### src/rtl/uart_tx_pkg.sv
package uart_tx_pkg;
  localparam int DATA_W  = 9;
  localparam int FRAME_W = 13;
  localparam int CNT_W   = 4;

  typedef enum logic [1:0] {SRC_CLK = 2'd0, SRC_DIV8 = 2'd1, SRC_DIV32 = 2'd2, SRC_EXT = 2'd3} src_e;

  function automatic logic [CNT_W-1:0] data_bits(input logic [1:0] sel);
    case (sel)
      2'd0:    return CNT_W'(7);
      2'd1:    return CNT_W'(8);
      default: return CNT_W'(9);
    endcase
  endfunction

  function automatic logic parity_on(input logic [1:0] par);
    return (par == 2'd1) || (par == 2'd2);
  endfunction

  function automatic logic [CNT_W-1:0] frame_len(input logic [1:0] sel, input logic [1:0] par,
                                                 input logic two);
    return CNT_W'(1) + data_bits(sel) + CNT_W'(parity_on(par)) + (two ? CNT_W'(2) : CNT_W'(1));
  endfunction

  function automatic logic [FRAME_W-1:0] frame_build(input logic [DATA_W-1:0] d,
                                                     input logic [1:0] sel, input logic [1:0] par);
    logic [FRAME_W-1:0] f;
    logic [CNT_W-1:0]   nd;
    logic               p;
    f  = '1;
    f[0] = 1'b0;
    nd = data_bits(sel);
    p  = 1'b0;
    for (int i = 0; i < DATA_W; i++) begin
      if (i < int'(nd)) begin
        f[1+i] = d[i];
        p      = p ^ d[i];
      end
    end
    if (parity_on(par)) f[CNT_W'(1) + nd] = (par == 2'd2) ? ~p : p;
    return f;
  endfunction
endpackage

### src/rtl/uart_tx_baud.sv
module uart_tx_baud #(
  parameter int DIV_W = 8,
  parameter int PRE_W = 5
) (
  input  logic             clk,
  input  logic             rst_n,
  input  logic             ext_clk_i,
  input  logic [1:0]       src_i,
  input  logic [DIV_W-1:0] div_n_i,
  output logic             os_tick_o
);
  import uart_tx_pkg::*;

  logic [PRE_W-1:0] pre_cnt;
  logic [2:0]       ext_q;
  logic             ext_rise;
  logic             pre_tick;
  logic [DIV_W-1:0] div_cnt;

  always_ff @(posedge clk or negedge rst_n) begin
    if (!rst_n) begin
      pre_cnt <= '0;
      ext_q   <= '0;
    end else begin
      pre_cnt <= pre_cnt + 1'b1;
      ext_q   <= {ext_q[1:0], ext_clk_i};
    end
  end

  assign ext_rise = ext_q[1] & ~ext_q[2];

  always_comb begin
    case (src_e'(src_i))
      SRC_CLK:   pre_tick = 1'b1;
      SRC_DIV8:  pre_tick = (pre_cnt[2:0] == 3'd7);
      SRC_DIV32: pre_tick = (pre_cnt == {PRE_W{1'b1}});
      default:   pre_tick = ext_rise;
    endcase
  end

  always_ff @(posedge clk or negedge rst_n) begin
    if (!rst_n)                        div_cnt <= '0;
    else if (pre_tick && div_cnt == 0) div_cnt <= div_n_i;
    else if (pre_tick)                 div_cnt <= div_cnt - 1'b1;
  end

  assign os_tick_o = pre_tick && (div_cnt == '0);

  assert_reload_R5: assert property (@(posedge clk) disable iff (!rst_n)
    os_tick_o |=> div_cnt == $past(div_n_i));
  assert_ext_edge_R5: assert property (@(posedge clk) disable iff (!rst_n)
    (src_i == 2'd3 && pre_tick) |-> (ext_q[1] && !ext_q[2]));
endmodule

### src/rtl/uart_tx_shift.sv
module uart_tx_shift
  import uart_tx_pkg::*;
(
  input  logic              clk,
  input  logic              rst_n,
  input  logic              os_tick_i,
  input  logic              tx_en_i,
  input  logic              wr_i,
  input  logic [DATA_W-1:0] wr_data_i,
  input  logic [1:0]        len_sel_i,
  input  logic [1:0]        par_sel_i,
  input  logic              two_stop_i,
  output logic              txd_o,
  output logic              buf_empty_o,
  output logic              busy_o,
  output logic              ev_load_o,
  output logic              ev_done_o
);
  logic [DATA_W-1:0]  buf_q;
  logic               empty_q;
  logic [FRAME_W-1:0] sh_q;
  logic [CNT_W-1:0]   phase_q;
  logic [CNT_W-1:0]   idx_q;
  logic [CNT_W-1:0]   nbits_q;
  logic               busy_q;
  logic               bit_end;

  assign bit_end   = busy_q && os_tick_i && (phase_q == {CNT_W{1'b1}});
  assign ev_done_o = bit_end && (idx_q == nbits_q - 1'b1);
  assign ev_load_o = tx_en_i && !empty_q && (!busy_q || ev_done_o);

  always_ff @(posedge clk or negedge rst_n) begin
    if (!rst_n) begin
      buf_q   <= '0;
      empty_q <= 1'b1;
    end else if (wr_i) begin
      buf_q   <= wr_data_i;
      empty_q <= 1'b0;
    end else if (ev_load_o) begin
      empty_q <= 1'b1;
    end
  end

  always_ff @(posedge clk or negedge rst_n) begin
    if (!rst_n) begin
      sh_q    <= '1;
      phase_q <= '0;
      idx_q   <= '0;
      nbits_q <= '0;
      busy_q  <= 1'b0;
    end else if (ev_load_o) begin
      sh_q    <= frame_build(buf_q, len_sel_i, par_sel_i);
      phase_q <= '0;
      idx_q   <= '0;
      nbits_q <= frame_len(len_sel_i, par_sel_i, two_stop_i);
      busy_q  <= 1'b1;
    end else if (ev_done_o) begin
      busy_q  <= 1'b0;
    end else if (busy_q && os_tick_i) begin
      phase_q <= phase_q + 1'b1;
      if (bit_end) begin
        sh_q  <= {1'b1, sh_q[FRAME_W-1:1]};
        idx_q <= idx_q + 1'b1;
      end
    end
  end

  assign txd_o       = busy_q ? sh_q[0] : 1'b1;
  assign buf_empty_o = empty_q;
  assign busy_o      = busy_q;

  assert_idle_high_R1: assert property (@(posedge clk) disable iff (!rst_n)
    !busy_q |-> txd_o);
  assert_start_low_R1: assert property (@(posedge clk) disable iff (!rst_n)
    ev_load_o |=> !txd_o);
  assert_load_gate_R6: assert property (@(posedge clk) disable iff (!rst_n)
    $rose(busy_q) |-> $past(tx_en_i));
  assert_empty_on_load_R6: assert property (@(posedge clk) disable iff (!rst_n)
    (ev_load_o && !wr_i) |=> empty_q);
  assert_write_keeps_full_R7: assert property (@(posedge clk) disable iff (!rst_n)
    wr_i |=> !empty_q);
  assert_idx_range_R2: assert property (@(posedge clk) disable iff (!rst_n)
    busy_q |-> (idx_q < nbits_q));
endmodule

### src/rtl/uart_tx_chan.sv
module uart_tx_chan
  import uart_tx_pkg::*;
#(
  parameter int DIV_W = 8
) (
  input  logic             clk,
  input  logic             rst_n,
  input  logic             ext_clk_i,
  input  logic [1:0]       clk_src_i,
  input  logic [DIV_W-1:0] div_n_i,
  input  logic             tx_en_i,
  input  logic [1:0]       len_sel_i,
  input  logic [1:0]       par_sel_i,
  input  logic             two_stop_i,
  input  logic             irq_sel_i,
  input  logic             wr_i,
  input  logic [8:0]       wr_data_i,
  output logic             txd_o,
  output logic             buf_empty_o,
  output logic             busy_o,
  output logic             irq_o
);
  logic os_tick;
  logic ev_load;
  logic ev_done;
  logic irq_q;

  uart_tx_baud #(.DIV_W(DIV_W), .PRE_W(5)) u_baud (
    .clk(clk), .rst_n(rst_n), .ext_clk_i(ext_clk_i), .src_i(clk_src_i),
    .div_n_i(div_n_i), .os_tick_o(os_tick)
  );

  uart_tx_shift u_shift (
    .clk(clk), .rst_n(rst_n), .os_tick_i(os_tick), .tx_en_i(tx_en_i),
    .wr_i(wr_i), .wr_data_i(wr_data_i), .len_sel_i(len_sel_i),
    .par_sel_i(par_sel_i), .two_stop_i(two_stop_i), .txd_o(txd_o),
    .buf_empty_o(buf_empty_o), .busy_o(busy_o), .ev_load_o(ev_load),
    .ev_done_o(ev_done)
  );

  always_ff @(posedge clk or negedge rst_n) begin
    if (!rst_n) irq_q <= 1'b0;
    else        irq_q <= irq_sel_i ? ev_done : ev_load;
  end

  assign irq_o = irq_q;

  assert_irq_single_R9: assert property (@(posedge clk) disable iff (!rst_n)
    irq_o |=> !irq_o);
  assert_irq_end_R9: assert property (@(posedge clk) disable iff (!rst_n)
    (ev_done && irq_sel_i) |=> irq_o);
endmodule

### config.mk
export PLATFORM = sky130hd
export DESIGN_NAME = uart_tx_chan
export DESIGN_NICKNAME = d
export VERILOG_FILES = /design/src/rtl/uart_tx_pkg.sv /design/src/rtl/uart_tx_baud.sv /design/src/rtl/uart_tx_shift.sv /design/src/rtl/uart_tx_chan.sv
export SDC_FILE = /design/constraint.sdc
export NUM_CORES = 1
export LEC_CHECK = 0
export ABC_CLOCK_PERIOD_IN_PS = 2400
export CAP_MARGIN = 10
export CORE_ASPECT_RATIO = 0.9
export CORE_MARGIN = 5
export CORE_UTILIZATION = 30
export DETAILED_ROUTE_END_ITERATION = 10
export PLACE_DENSITY = 0.46
export RECOVER_POWER = 25
export REMOVE_ABC_BUFFERS = 1
export SLEW_MARGIN = 15
export SYNTH_ARGS = -nofsm -noshare
export SYNTH_HDL_FRONTEND = slang
export SYNTH_SLANG_ARGS = --single-unit
export TNS_END_PERCENT = 5
### constraint.sdc
create_clock -name clk -period 2.4 [get_ports clk]
set_clock_uncertainty 0.1 [all_clocks]
set_input_delay 0.24 -clock clk [delete_from_list [all_inputs] [get_ports clk]]
set_output_delay 0.24 -clock clk [all_outputs]
set_load 0.01 [all_outputs]
### Yosys cells after proc, flatten, opt, wreduce, memory -nomap -nowiden

Cells that the tools add are included.

* output and inout port bits: 4
* input port bits: 30
* register bits after elaboration: 53
* word-level logic and storage cells: 136

* bitwise logic cells: 11
* magnitude comparators: 11
* equality and inequality tests: 10
* add/subtract/negate cells: 8
* reduce and logical (&&, ||, !) cells: 21
* multiplexer cells: 64

Operator list (number)
* 13-bit 2-to-1 mux: 5
* 1-bit 2-to-1 mux: 44
* 4-bit 2-to-1 mux: 8
* 3-bit by 4-bit < comparator with 1-bit output, first input constant: 4
* 8-bit 2-to-1 mux: 2
* 13-bit bitwise mux: 1
* 2-bit nonzero test: 5
* 4-bit by 1-bit adder with 4-bit output, second input constant: 2
* 8-bit logical NOT: 1
* 1-bit by 4-bit < comparator with 1-bit output, first input constant: 2
* 2-bit by 4-bit < comparator with 1-bit output, first input constant: 2
* 4-bit one-hot mux with 2 select lines: 1
* 8-bit by 1-bit subtractor with 8-bit output, second input constant: 1
* 1-bit XOR: 8
* 1-bit logical AND: 7
* 2-bit by 1-bit == test with 1-bit output, second input constant: 3
* 5-bit by 1-bit adder with 5-bit output, second input constant: 1
* 5-bit == test, second input constant: 1
* 4-bit by 5-bit < comparator with 1-bit output, second input constant: 1
* 1-bit by 4-bit adder with 4-bit output, first input constant: 1
* 4-bit by 1-bit adder with 4-bit output: 1
* 4-bit adder: 1
* 1-bit demux with 4-bit select: 1
* 2-bit == test, second input constant: 2
* 16 further kinds: 20

### Depth between registers and ports, before layout

Gate-level depths: netlist (run 1).

* depth in word-level cells: 42
* depth in mapped cells: 11
* depth with buffers taken out: 9

### Cells and area by module

A second synthesis (run 1) with hierarchy kept.

* cells, all modules: 253
* area total of the unflattened synthesis: 2891.5 sq um

By module, submodules not included
* uart_tx_shift: instances 1, seq. area each 918.4 sq um, area an instance 2010.7 sq um, cells an instance 178
* uart_tx_baud: instances 1, seq. area each 400.4 sq um, area an instance 840.8 sq um, cells an instance 73
* uart_tx_chan: instances 1, seq. area each 25.0 sq um, area an instance 40.0 sq um, cells an instance 2

### Worst setup path after synthesis (run 1)

OpenSTA, ideal clock, no wires.

* path type: reg-to-reg
* start: register u_baud.pre_cnt[0]
* end: register u_shift.phase_q[0]
* stages on the path, launching flop included: 10
* setup time: 0.121 ns
* data arrival time: 2.048 ns
* data required time: 2.179 ns
* clock period less this slack: 2.269 ns
* path buffers: 1
* path slack: 0.131 ns
* cell sequence: dfrtp_1 -> ha_1 -> and3_1 -> ha_1 -> nand2b_1 -> a31oi_1 -> clkbuf_1 -> nand3_1 -> mux2_2 -> a22o_1

* word-level cells in the longest chain between the ends: 10
* elaborated cells between the ends (all ways): 13
* classes of those cells: eq/ne: 3; mux: 2; reduce/logical: 8

RTL lines
* from (decl): line uart_tx_baud.sv:14 `logic [PRE_W-1:0] pre_cnt;`
* from (signal assigned): line uart_tx_baud.sv:25 `pre_cnt <= pre_cnt + 1'b1;`
* 5-bit == test / 3-bit == test (equally long branches): line uart_tx_baud.sv:36, uart_tx_baud.sv:35
* 1-bit one-hot mux with 3 select lines (*): line uart_tx_baud.sv:33 `case (src_e'(src_i))`
* 1-bit logical AND (*): line uart_tx_baud.sv:47 `assign os_tick_o = pre_tick && (div_cnt == '0);`
* 1-bit logical AND (*): line uart_tx_shift.sv:28, uart_tx_shift.sv:59
* 1-bit logical AND: line uart_tx_shift.sv:28 `assign bit_end = busy_q && os_tick_i && (phase_q == {CNT_W{1'b1}});`
* 1-bit logical AND: line uart_tx_shift.sv:29 `assign ev_done_o = bit_end && (idx_q == nbits_q - 1'b1);`
* 1-bit logical OR: line uart_tx_shift.sv:30 `assign ev_load_o = tx_en_i && !empty_q && (!busy_q || ev_done_o);`
* 1-bit logical AND: line uart_tx_shift.sv:30
* 2-bit != test (no source line) / 2-bit nonzero test (equally long branches)
* 2-bit AND reduction (no source line)
* to (signal assigned): line uart_tx_shift.sv:60 `phase_q <= phase_q + 1'b1;`
* to (decl): line uart_tx_shift.sv:22 `logic [CNT_W-1:0] phase_q;`

Mark *: on every way between the ends. The rest lies on a longest branch, timed or not.
A chain may end at the register's enable or synchronous reset.

### Final worst setup path (run 1)

* start: register u_baud.pre_cnt[0]
* end: register u_shift.sh_q[8]

* word-level cells in the longest chain between the ends: 10
* elaborated cells between the ends (all ways): 14
* classes of those cells: eq/ne: 3; mux: 2; reduce/logical: 9

RTL lines
* 5-bit == test / 3-bit == test (equally long branches): line uart_tx_baud.sv:36, uart_tx_baud.sv:35
* 1-bit one-hot mux with 3 select lines (*): line uart_tx_baud.sv:33
* 1-bit logical AND (*): line uart_tx_baud.sv:47
* 1-bit logical AND (*): line uart_tx_shift.sv:28, uart_tx_shift.sv:59
* 1-bit logical AND: line uart_tx_shift.sv:28
* 1-bit logical AND: line uart_tx_shift.sv:29
* 1-bit logical OR: line uart_tx_shift.sv:30
* 1-bit logical AND: line uart_tx_shift.sv:30
* 2-bit != test (no source line) / 2-bit nonzero test (equally long branches)
* 3-bit AND reduction (no source line)
* to (signal assigned): line uart_tx_shift.sv:52 `sh_q <= frame_build(buf_q, len_sel_i, par_sel_i);`
* to (signal assigned): line uart_tx_shift.sv:62 `sh_q <= {1'b1, sh_q[FRAME_W-1:1]};`
* to (decl): line uart_tx_shift.sv:21 `logic [FRAME_W-1:0] sh_q;`

Marks and branches as above.

==> results.json, run 1 <==
{
  "critical_path.endpoint_type": "register",
  "leakage_power_uw": 0.00160,
  "io-pin-count": 34,
  "synth_sequential_area_ratio": 0.455,
  "finalCriticalPeriod_ns": 2.26,
  "clock_tree_from_tritoncts": "done",
  "power_switching_share": 0.327,
  "synth_area_per_cell_um2": 10.3,
  "detailed_routing_iteration_count_for_the_pre_antenna_repair_pass": 4,
  "slew_headroom": 0.0471,
  "sequential_cell_area_um2": 1340,
  "finalHoldViolations": 0,
  "first_iter_violations": 51,
  "final_layout_size_suffix_gt1_frac": 0.235,
  "ys_ff_latch": 53,
  "grt_antenna_before_repair": 0,
  "postCtsSetupBuffers": 0,
  "site_rows": 34,
  "via_count_of_the_first_global_routing_pass": 2354,
  "port_buffers": 33,
  "track_usage": 0.119,
  "postSynth.asyncResetShare": 1.00,
  "clock_insertion_delay_worst_skew_ns": 0.30,
  "floorplan.die.height_um": 104,
  "setup-violations-final": 0,
  "die_width_um": 115,
  "area.growth.synth_to_final_pct": 26.2,
  "synth-main-ff-cell": "sky130_fd_sc_hd__dfrtp_1",
  "dieArea_um2": 11900,
  "setup_total_negative_slack_ns": 0,
  "dr_total_vias": 2278,
  "final_core_utilization": 0.386,
  "timing.critical_path.fanout_max": 12,
  "numClockSinks": 53,
  "power.share.combinational": 0.297,
  "numCtsBuffers": 5,
  "synth_cell_type_count": 57,
  "max_freq_mhz": 442,
  "hp-class": "reg -> reg",
  "postRouteAntennaNets": 0,
  "setup_repair_after_global_routing_missed_its_margin": "false",
  "core_um2": 9660,
  "yosys_warnings": 0,
  "switching_power_uw": 812,
  "place.gp.congestion": 0.742,
  "nets": 383,
  "cts.path.max_buffers": 2,
  "drt_drc_violations_left": 0,
  "post_drt_wl_per_cell_um": 14.6,
  "sequentialPowerShare": 0.511,
  "synth_largest_type_area_fraction": 0.330,
  "hpwl_um": 5090,
  "initial_cell_density_of_the_core": 0.306,
  "num-fill-cells": 957,
  "synth_top_cells_by_area": "sky130_fd_sc_hd__dfrtp_1, sky130_fd_sc_hd__dfstp_2, sky130_fd_sc_hd__nor2_1",
  "post_drt_via_cell_ratio": 4.88,
  "status": "finished clean",
  "syn-instance-count": 286,
  "p_clk_frac": 0.192,
  "global_route_wire_length_before_repair_um": 11600,
  "maxCapViolations": 0,
  "clock-root-buffer": "sky130_fd_sc_hd__clkbuf_8",
  "multi_input_area_um2": 1560,
  "syn-cell-area_um2": 2950,
  "maximum_number_of_pins_on_one_net_before_global_route_repair": 31,
  "worst_slew_pin_slew_ns": 1.43,
  "synth_top_cell_by_area": "sky130_fd_sc_hd__dfrtp_1",
  "maxSlewViolCount": 0,
  "power_density_nw_per_um2": 665,
  "clock_transition_at_the_register_clock_pins_on_the_worst_setup_and_hold_paths_after_cts_ns": 0.09,
  "overflow": 0,
  "htree_num_levels": 2,
  "critical_path.startpoint_type": "register",
  "timing_worst_setup_path_type": "reg -> reg",
  "routed_wirelength_um": 6830,
  "timing.critical_path.arrival_ns": 2.38,
  "worst-endpoint-required_ns": 2.52,
  "fin_crit_sh": 0.942,
  "ir_drop_mv": 0.227,
  "diodes": 0,
  "synth_edf_count": 0,
  "p_int_uw": 1670
}
==> cell type report <==
class                   count  area share
flip-flops and latches     53       0.360
clock inverters             1     0.00134
repair buffers             58       0.146
inverters                  12      0.0121
clock buffers               6      0.0195
multi-input cells         211       0.419
well taps                 126      0.0423
==> placed cells by master (no fill, tap or decap), types with 2 or more instances in the layout <==
master                            Yosys  layout
sky130_fd_sc_hd__nand3_1              7       6
sky130_fd_sc_hd__nand4_1              4       4
sky130_fd_sc_hd__nor2_1              34      34
sky130_fd_sc_hd__o21bai_1             8       8
sky130_fd_sc_hd__buf_12               0       2
sky130_fd_sc_hd__nand2_1             14      14
sky130_fd_sc_hd__xnor2_1             11      11
sky130_fd_sc_hd__clkdlybuf4s50_1      0      31
sky130_fd_sc_hd__mux2_2              10      10
sky130_fd_sc_hd__ha_1                10      10
sky130_fd_sc_hd__and2_4               0       2
sky130_fd_sc_hd__dlygate4sd3_1        0       2
sky130_fd_sc_hd__a21oi_1             20      20
sky130_fd_sc_hd__buf_4                0      20
sky130_fd_sc_hd__nor3_1               6       6
sky130_fd_sc_hd__and3_1               3       3
sky130_fd_sc_hd__clkbuf_1             6       2
sky130_fd_sc_hd__a21o_1               2       2
sky130_fd_sc_hd__xor2_1               3       3
sky130_fd_sc_hd__nor3_2               2       2
sky130_fd_sc_hd__nor2b_1              4       4
sky130_fd_sc_hd__dfstp_2             14      14
sky130_fd_sc_hd__a22o_1               9       9
sky130_fd_sc_hd__fa_1                 2       2
sky130_fd_sc_hd__inv_1               12      12
sky130_fd_sc_hd__o31ai_1              3       3
sky130_fd_sc_hd__dfrtp_1             39      39
sky130_fd_sc_hd__nand2b_1             6       6
sky130_fd_sc_hd__clkbuf_8             0       5
sky130_fd_sc_hd__o221a_2              7       7
sky130_fd_sc_hd__o21ai_0             14      14
sky130_fd_sc_hd__o21ai_2              2       2
==> sequential cells by signal (all words and copies together) (netlist names) <==
register             flops
irq_o                    1
u_shift.buf_empty_o      1
u_shift.buf_q            9
u_baud.ext_q             3
u_shift.nbits_q          4
u_baud.div_cnt           8
u_shift.busy_o           1
u_shift.idx_q            4
u_shift.phase_q          4
u_baud.pre_cnt           5
u_shift.sh_q            13
==> metrics by stage <==
step	total power, uW	hold WS (ns)	area [um^2]	std cells	setup WS (ns)
after floorplan	1760	-0.156	2910	276	-0.333
after global placement	1990	0.179	3590	459	-0.0647
after detailed placement	2010	0.180	3590	459	-0.138
after CTS	2500	0.258	3680	467	0.0277
after global routing	2660	0.283	3730	467	0.0214
final	2480	0.263	3730	467	0.140
==> final timing paths <==
path	start	end	slack (ns)	depth (start not counted)
hold / removal	u_baud.ext_q[0]	u_baud.ext_q[1]	0.26	0
min in group asynchronous	rst_n	u_baud.ext_q[0]	0.70	2
setup / recovery	u_baud.pre_cnt[0]	u_shift.sh_q[8]	0.14	10
hold reg to reg	u_baud.ext_q[0]	u_baud.ext_q[1]	0.26	0
max in group asynchronous	rst_n	u_shift.sh_q[11]	0.61	3
setup reg to reg	u_baud.pre_cnt[0]	u_shift.sh_q[8]	0.14	10
==> metal layers <==
layer  track usage  share of wire  up-vias
met1         0.164           0.49     1111
met4        0.0254         0.0060        0
met5             0              0        -
met3        0.0250          0.026        2
li1              -              -     1141
met2         0.190           0.48       24
==> cells in the mapped netlist (all sizes together) (2+ instances only) <==
| cell type | instances |
|---|---|
| dfrtp | 39 |
| nor2 | 34 |
| a21oi | 20 |
| o21ai | 16 |
| dfstp | 14 |
| nand2 | 14 |
| inv | 12 |
| xnor2 | 11 |
| ha | 10 |
| mux2 | 10 |
| a22o | 9 |
| nor3 | 8 |
| o21bai | 8 |
| nand3 | 7 |
| o221a | 7 |
| clkbuf | 6 |
| nand2b | 6 |
| nand4 | 5 |
| buf | 4 |
| nor2b | 4 |
| and3 | 3 |
| nor3b | 3 |
| o31ai | 3 |
| xor2 | 3 |
| a21o | 2 |
| a31oi | 2 |
| and2 | 2 |
| fa | 2 |
| nor4 | 2 |
| o22ai | 2 |
| or2 | 2 |
| or4 | 2 |
==> logic make-up after synthesis <==
family                     after synthesis  share of synthesized area
buffers and inverters                   22                     0.0313
AOI/OAI and AO/OA                       76                      0.182
DFF                                     53                      0.455
xor gates and xnor gates                16                     0.0572
muxes                                   11                     0.0415
adders and majority gates               12                     0.0559
and+or+nand+nor                         96                      0.177
==> power by group through the flow <==
stage          registers [uW]  clock network [uW]  logic, uW
3_3_place_gp             1280                   0        719
6_report                 1270                 477        736
4_1_cts                  1260                 506        730
5_1_grt                  1290                 532        830
2_1_floorplan            1230                   0        527
3_5_place_dp             1280                   0        728
==> worst max-delay path: stages (launching register included) <==
cell	delay [ns]
sky130_fd_sc_hd__dfrtp_1	0.38
sky130_fd_sc_hd__ha_1	0.20
sky130_fd_sc_hd__buf_4	0.13
sky130_fd_sc_hd__ha_1	0.20
sky130_fd_sc_hd__nor3b_4	0.23
sky130_fd_sc_hd__a31oi_4	0.06
sky130_fd_sc_hd__buf_4	0.19
sky130_fd_sc_hd__nand4_1	0.10
sky130_fd_sc_hd__o22ai_2	0.08
sky130_fd_sc_hd__buf_12	0.17
sky130_fd_sc_hd__a221o_1	0.32
==> repair_timing <==
| action | in CTS | in global routing |
|---|---|---|
| hold buffers | 1 | 0 |
| resized for setup | 0 | 9 |
| endpoints found under the hold margin | 14 | 0 |
| setup endpoints to repair | 0 | 18 |
Power figures use the tool's default switching activity.
==> run 2: changes to the inputs <==
Settings changed: ABC_AREA set to 1.
==> results.json, run 2 <==
{
  "synth_top_cell_by_area": "sky130_fd_sc_hd__dfrtp_1",
  "synth_edf_count": 0,
  "worst_slew_pin_slew_ns": 0.629,
  "synth_sequential_area_ratio": 0.449,
  "core_um2": 9700,
  "initial_cell_density_of_the_core": 0.308,
  "post_drt_via_cell_ratio": 4.48,
  "fin_crit_sh": 0.923,
  "leakage_power_uw": 0.00186,
  "routed_wirelength_um": 6590,
  "clock-root-buffer": "sky130_fd_sc_hd__clkbuf_8",
  "dieArea_um2": 12100,
  "critical_path.endpoint_type": "register",
  "post_drt_wl_per_cell_um": 11.8,
  "finalCriticalPeriod_ns": 2.22,
  "grt_util_met2": 0.176,
  "worst-endpoint-required_ns": 2.50,
  "maxSlewViolCount": 0,
  "track_usage": 0.116,
  "place.gp.congestion": 0.747,
  "layout.cells.most_common_list": "sky130_fd_sc_hd__nand2_1, sky130_fd_sc_hd__inv_1, sky130_fd_sc_hd__dfrtp_1, sky130_fd_sc_hd__nand3_1, sky130_fd_sc_hd__clkdlybuf4s50_1",
  "port_buffers": 33,
  "grt_use_met1": 0.167,
  "holdPathEnd": "u_baud.ext_q[1]",
  "synthTopCellsByCount": "sky130_fd_sc_hd__nand2_1, sky130_fd_sc_hd__inv_1, sky130_fd_sc_hd__dfrtp_1",
  "finalHoldViolations": 0,
  "slew_headroom": 0.579,
  "drt_drc_violations_left": 0,
  "htree_num_levels": 2,
  "setup_total_negative_slack_ns": 0,
  "floorplan.die.height_um": 105,
  "numClockSinks": 53,
  "maximum_number_of_pins_on_one_net_before_global_route_repair": 35,
  "clock_tree_from_tritoncts": "done",
  "ys_ff_latch": 53,
  "clock_insertion_delay_worst_skew_ns": 0.31,
  "max_freq_mhz": 451,
  "ir_drop_mv": 0.219,
  "p_total_uw": 2350,
  "status": "finished clean",
  "setup_repair_after_global_routing_missed_its_margin": "true",
  "numCtsBuffers": 5,
  "postSynth.asyncResetShare": 1.00,
  "setup-violations-final": 0,
  "die_width_um": 115,
  "reg2reg_setup_slack_ns": 0.18,
  "global_route_wire_length_before_repair_um": 11400,
  "global_route.usage.met3": 0.0249,
  "overflow": 0,
  "grt_most_used_layer": "met2",
  "reg.largest.list": "u_shift.sh_q x13, u_shift.buf_q x9, u_baud.div_cnt x8",
  "num-fill-cells": 997,
  "nets": 475,
  "end_of_the_worst_register_to_register_path": "u_shift.idx_q[3]",
  "dr_total_vias": 2508,
  "worst_hold_path.num_cells": 0,
  "maxCapViolations": 0,
  "reg2regPathDepth": 16,
  "hpwl_um": 4940,
  "synth_area_per_cell_um2": 7.81,
  "min-delay-start": "u_baud.ext_q[0]",
  "clock_transition_at_the_register_clock_pins_on_the_worst_setup_and_hold_paths_after_cts_ns": 0.10,
  "first_iter_violations": 79,
  "timing_worst_setup_path_type": "reg -> reg",
  "area.growth.synth_to_final_pct": 27.8,
  "synth-main-ff-cell": "sky130_fd_sc_hd__dfrtp_1",
  "placement.cell_area_um2": 3560,
  "power_density_nw_per_um2": 614,
  "synth_largest_type_area_fraction": 0.326,
  "critical_path.startpoint_type": "register",
  "postRouteAntennaNets": 0,
  "site_rows": 34,
  "timing.critical_path.arrival_ns": 2.32,
  "syn-instance-count": 383,
  "yosys_warnings": 0,
  "via_count_of_the_first_global_routing_pass": 2432,
  "final_layout_size_suffix_gt1_frac": 0.134,
  "diodes": 0,
  "final_common_cell": "sky130_fd_sc_hd__nand2_1",
  "timing.critical_path.fanout_max": 14,
  "synth_cell_type_count": 34,
  "finalInstanceArea_um2": 3820,
  "grt_antenna_before_repair": 0,
  "io-pin-count": 34,
  "detailed_routing_iteration_count_for_the_pre_antenna_repair_pass": 4,
  "syn-cell-area_um2": 2990,
  "cts.path.max_buffers": 2,
  "timing.hold.ws_ns": 0.263,
  "post-synth-top-count-cell": "sky130_fd_sc_hd__nand2_1",
  "largest_reg_flops": 13,
  "max_flop_register": "u_shift.sh_q",
  "synth_top_cells_by_area": "sky130_fd_sc_hd__dfrtp_1, sky130_fd_sc_hd__nand2_1, sky130_fd_sc_hd__dfstp_2",
  "r2r_start": "u_baud.pre_cnt[0]",
  "hp-class": "reg -> reg"
}
## run 2: cell types whose count changed after synthesis, sizes merged, moves of 10 or more
cell and change:
a21oi -15, inv +44, nand2 +106, nand3 +30, o21ai +21, mux2 -10
## run 2: metrics by stage
step                utilization  cells  setup WS (ns)
floorplan                     -    372        -0.0823
global placement          0.367    544         0.0394
detailed placement        0.367    544        0.00564
CTS                       0.381    553         0.0580
global route              0.394    560        -0.0304
finish                    0.394    560          0.185
## run 2: repair_timing
item / CTS / global route
setup endpoints to repair: 0 / 21
hold endpoints to repair: 18 / 0
hold buffers: 1 / 0
gates resized for setup: 0 / 9
buffers inserted: 0 / 6
## run 2: worst max-delay path by stage
stage / endpoint / start / cells after the start
floorplan: u_shift.idx_q[3] / u_baud.pre_cnt[0] / 15
global placement: u_shift.sh_q[0] / len_sel_i[0] / 15
detailed placement: u_shift.sh_q[9] / len_sel_i[0] / 15
CTS: u_shift.sh_q[4] / u_baud.pre_cnt[0] / 17
global route: u_shift.nbits_q[1] / u_baud.pre_cnt[0] / 16
finish: u_shift.idx_q[3] / u_baud.pre_cnt[0] / 16
## run 2: critical path: stages (launching register included)
cell and delay, ns:
sky130_fd_sc_hd__dfrtp_1 0.41, sky130_fd_sc_hd__ha_1 0.22, sky130_fd_sc_hd__and3_1 0.18, sky130_fd_sc_hd__ha_1 0.17, sky130_fd_sc_hd__inv_1 0.05, sky130_fd_sc_hd__nand2_1 0.04, sky130_fd_sc_hd__nand2_1 0.06, sky130_fd_sc_hd__nand3_2 0.09
sky130_fd_sc_hd__nand3_2 0.08, sky130_fd_sc_hd__nor2_2 0.05, sky130_fd_sc_hd__nand2_2 0.09, sky130_fd_sc_hd__nand2_4 0.09, sky130_fd_sc_hd__nand2_8 0.15, sky130_fd_sc_hd__buf_12 0.12, sky130_fd_sc_hd__nand2_8 0.09, sky130_fd_sc_hd__nand3_1 0.08
sky130_fd_sc_hd__nand2_1 0.04
## run 2: final cells by class
cell class	count	area (um^2)	share of cell area
Tap cell	126	158	0.0412
Multi-Input combinational cell	263	1410	0.369
Clock inverter	2	37.5	0.00982
Sequential cell	53	1340	0.351
Inverter	56	210	0.0550
Timing Repair Buffer	54	582	0.152
Clock buffer	6	82.6	0.0216
## run 2: cell families after synthesis
kind of cell | count (synthesis) | share of synthesized area
adder cells (fa/ha/maj) | 12 | 0.0552
flip-flops | 53 | 0.449
XOR/XNOR | 7 | 0.0205
multiplexers | 1 | 0.00335
AND/OR/NAND/NOR | 190 | 0.276
AO/OA/AOI/OAI | 53 | 0.102
buffers and inverters | 67 | 0.0941
## run 2: report_power, final
part	switching [uW]	internal (uW)	leakage, uW	total (uW)
clock network	303	340	0.0000574	643
logic	311	241	0.00118	552
registers	105	1050	0.000622	1150
## run 2: metal layers
metal | vias up | wire length, um
met5 | - | 0
met4 | 0 | 64
met3 | 5 | 173
met2 | 23 | 2870
met1 | 1174 | 3480
li1 | 1306 | -
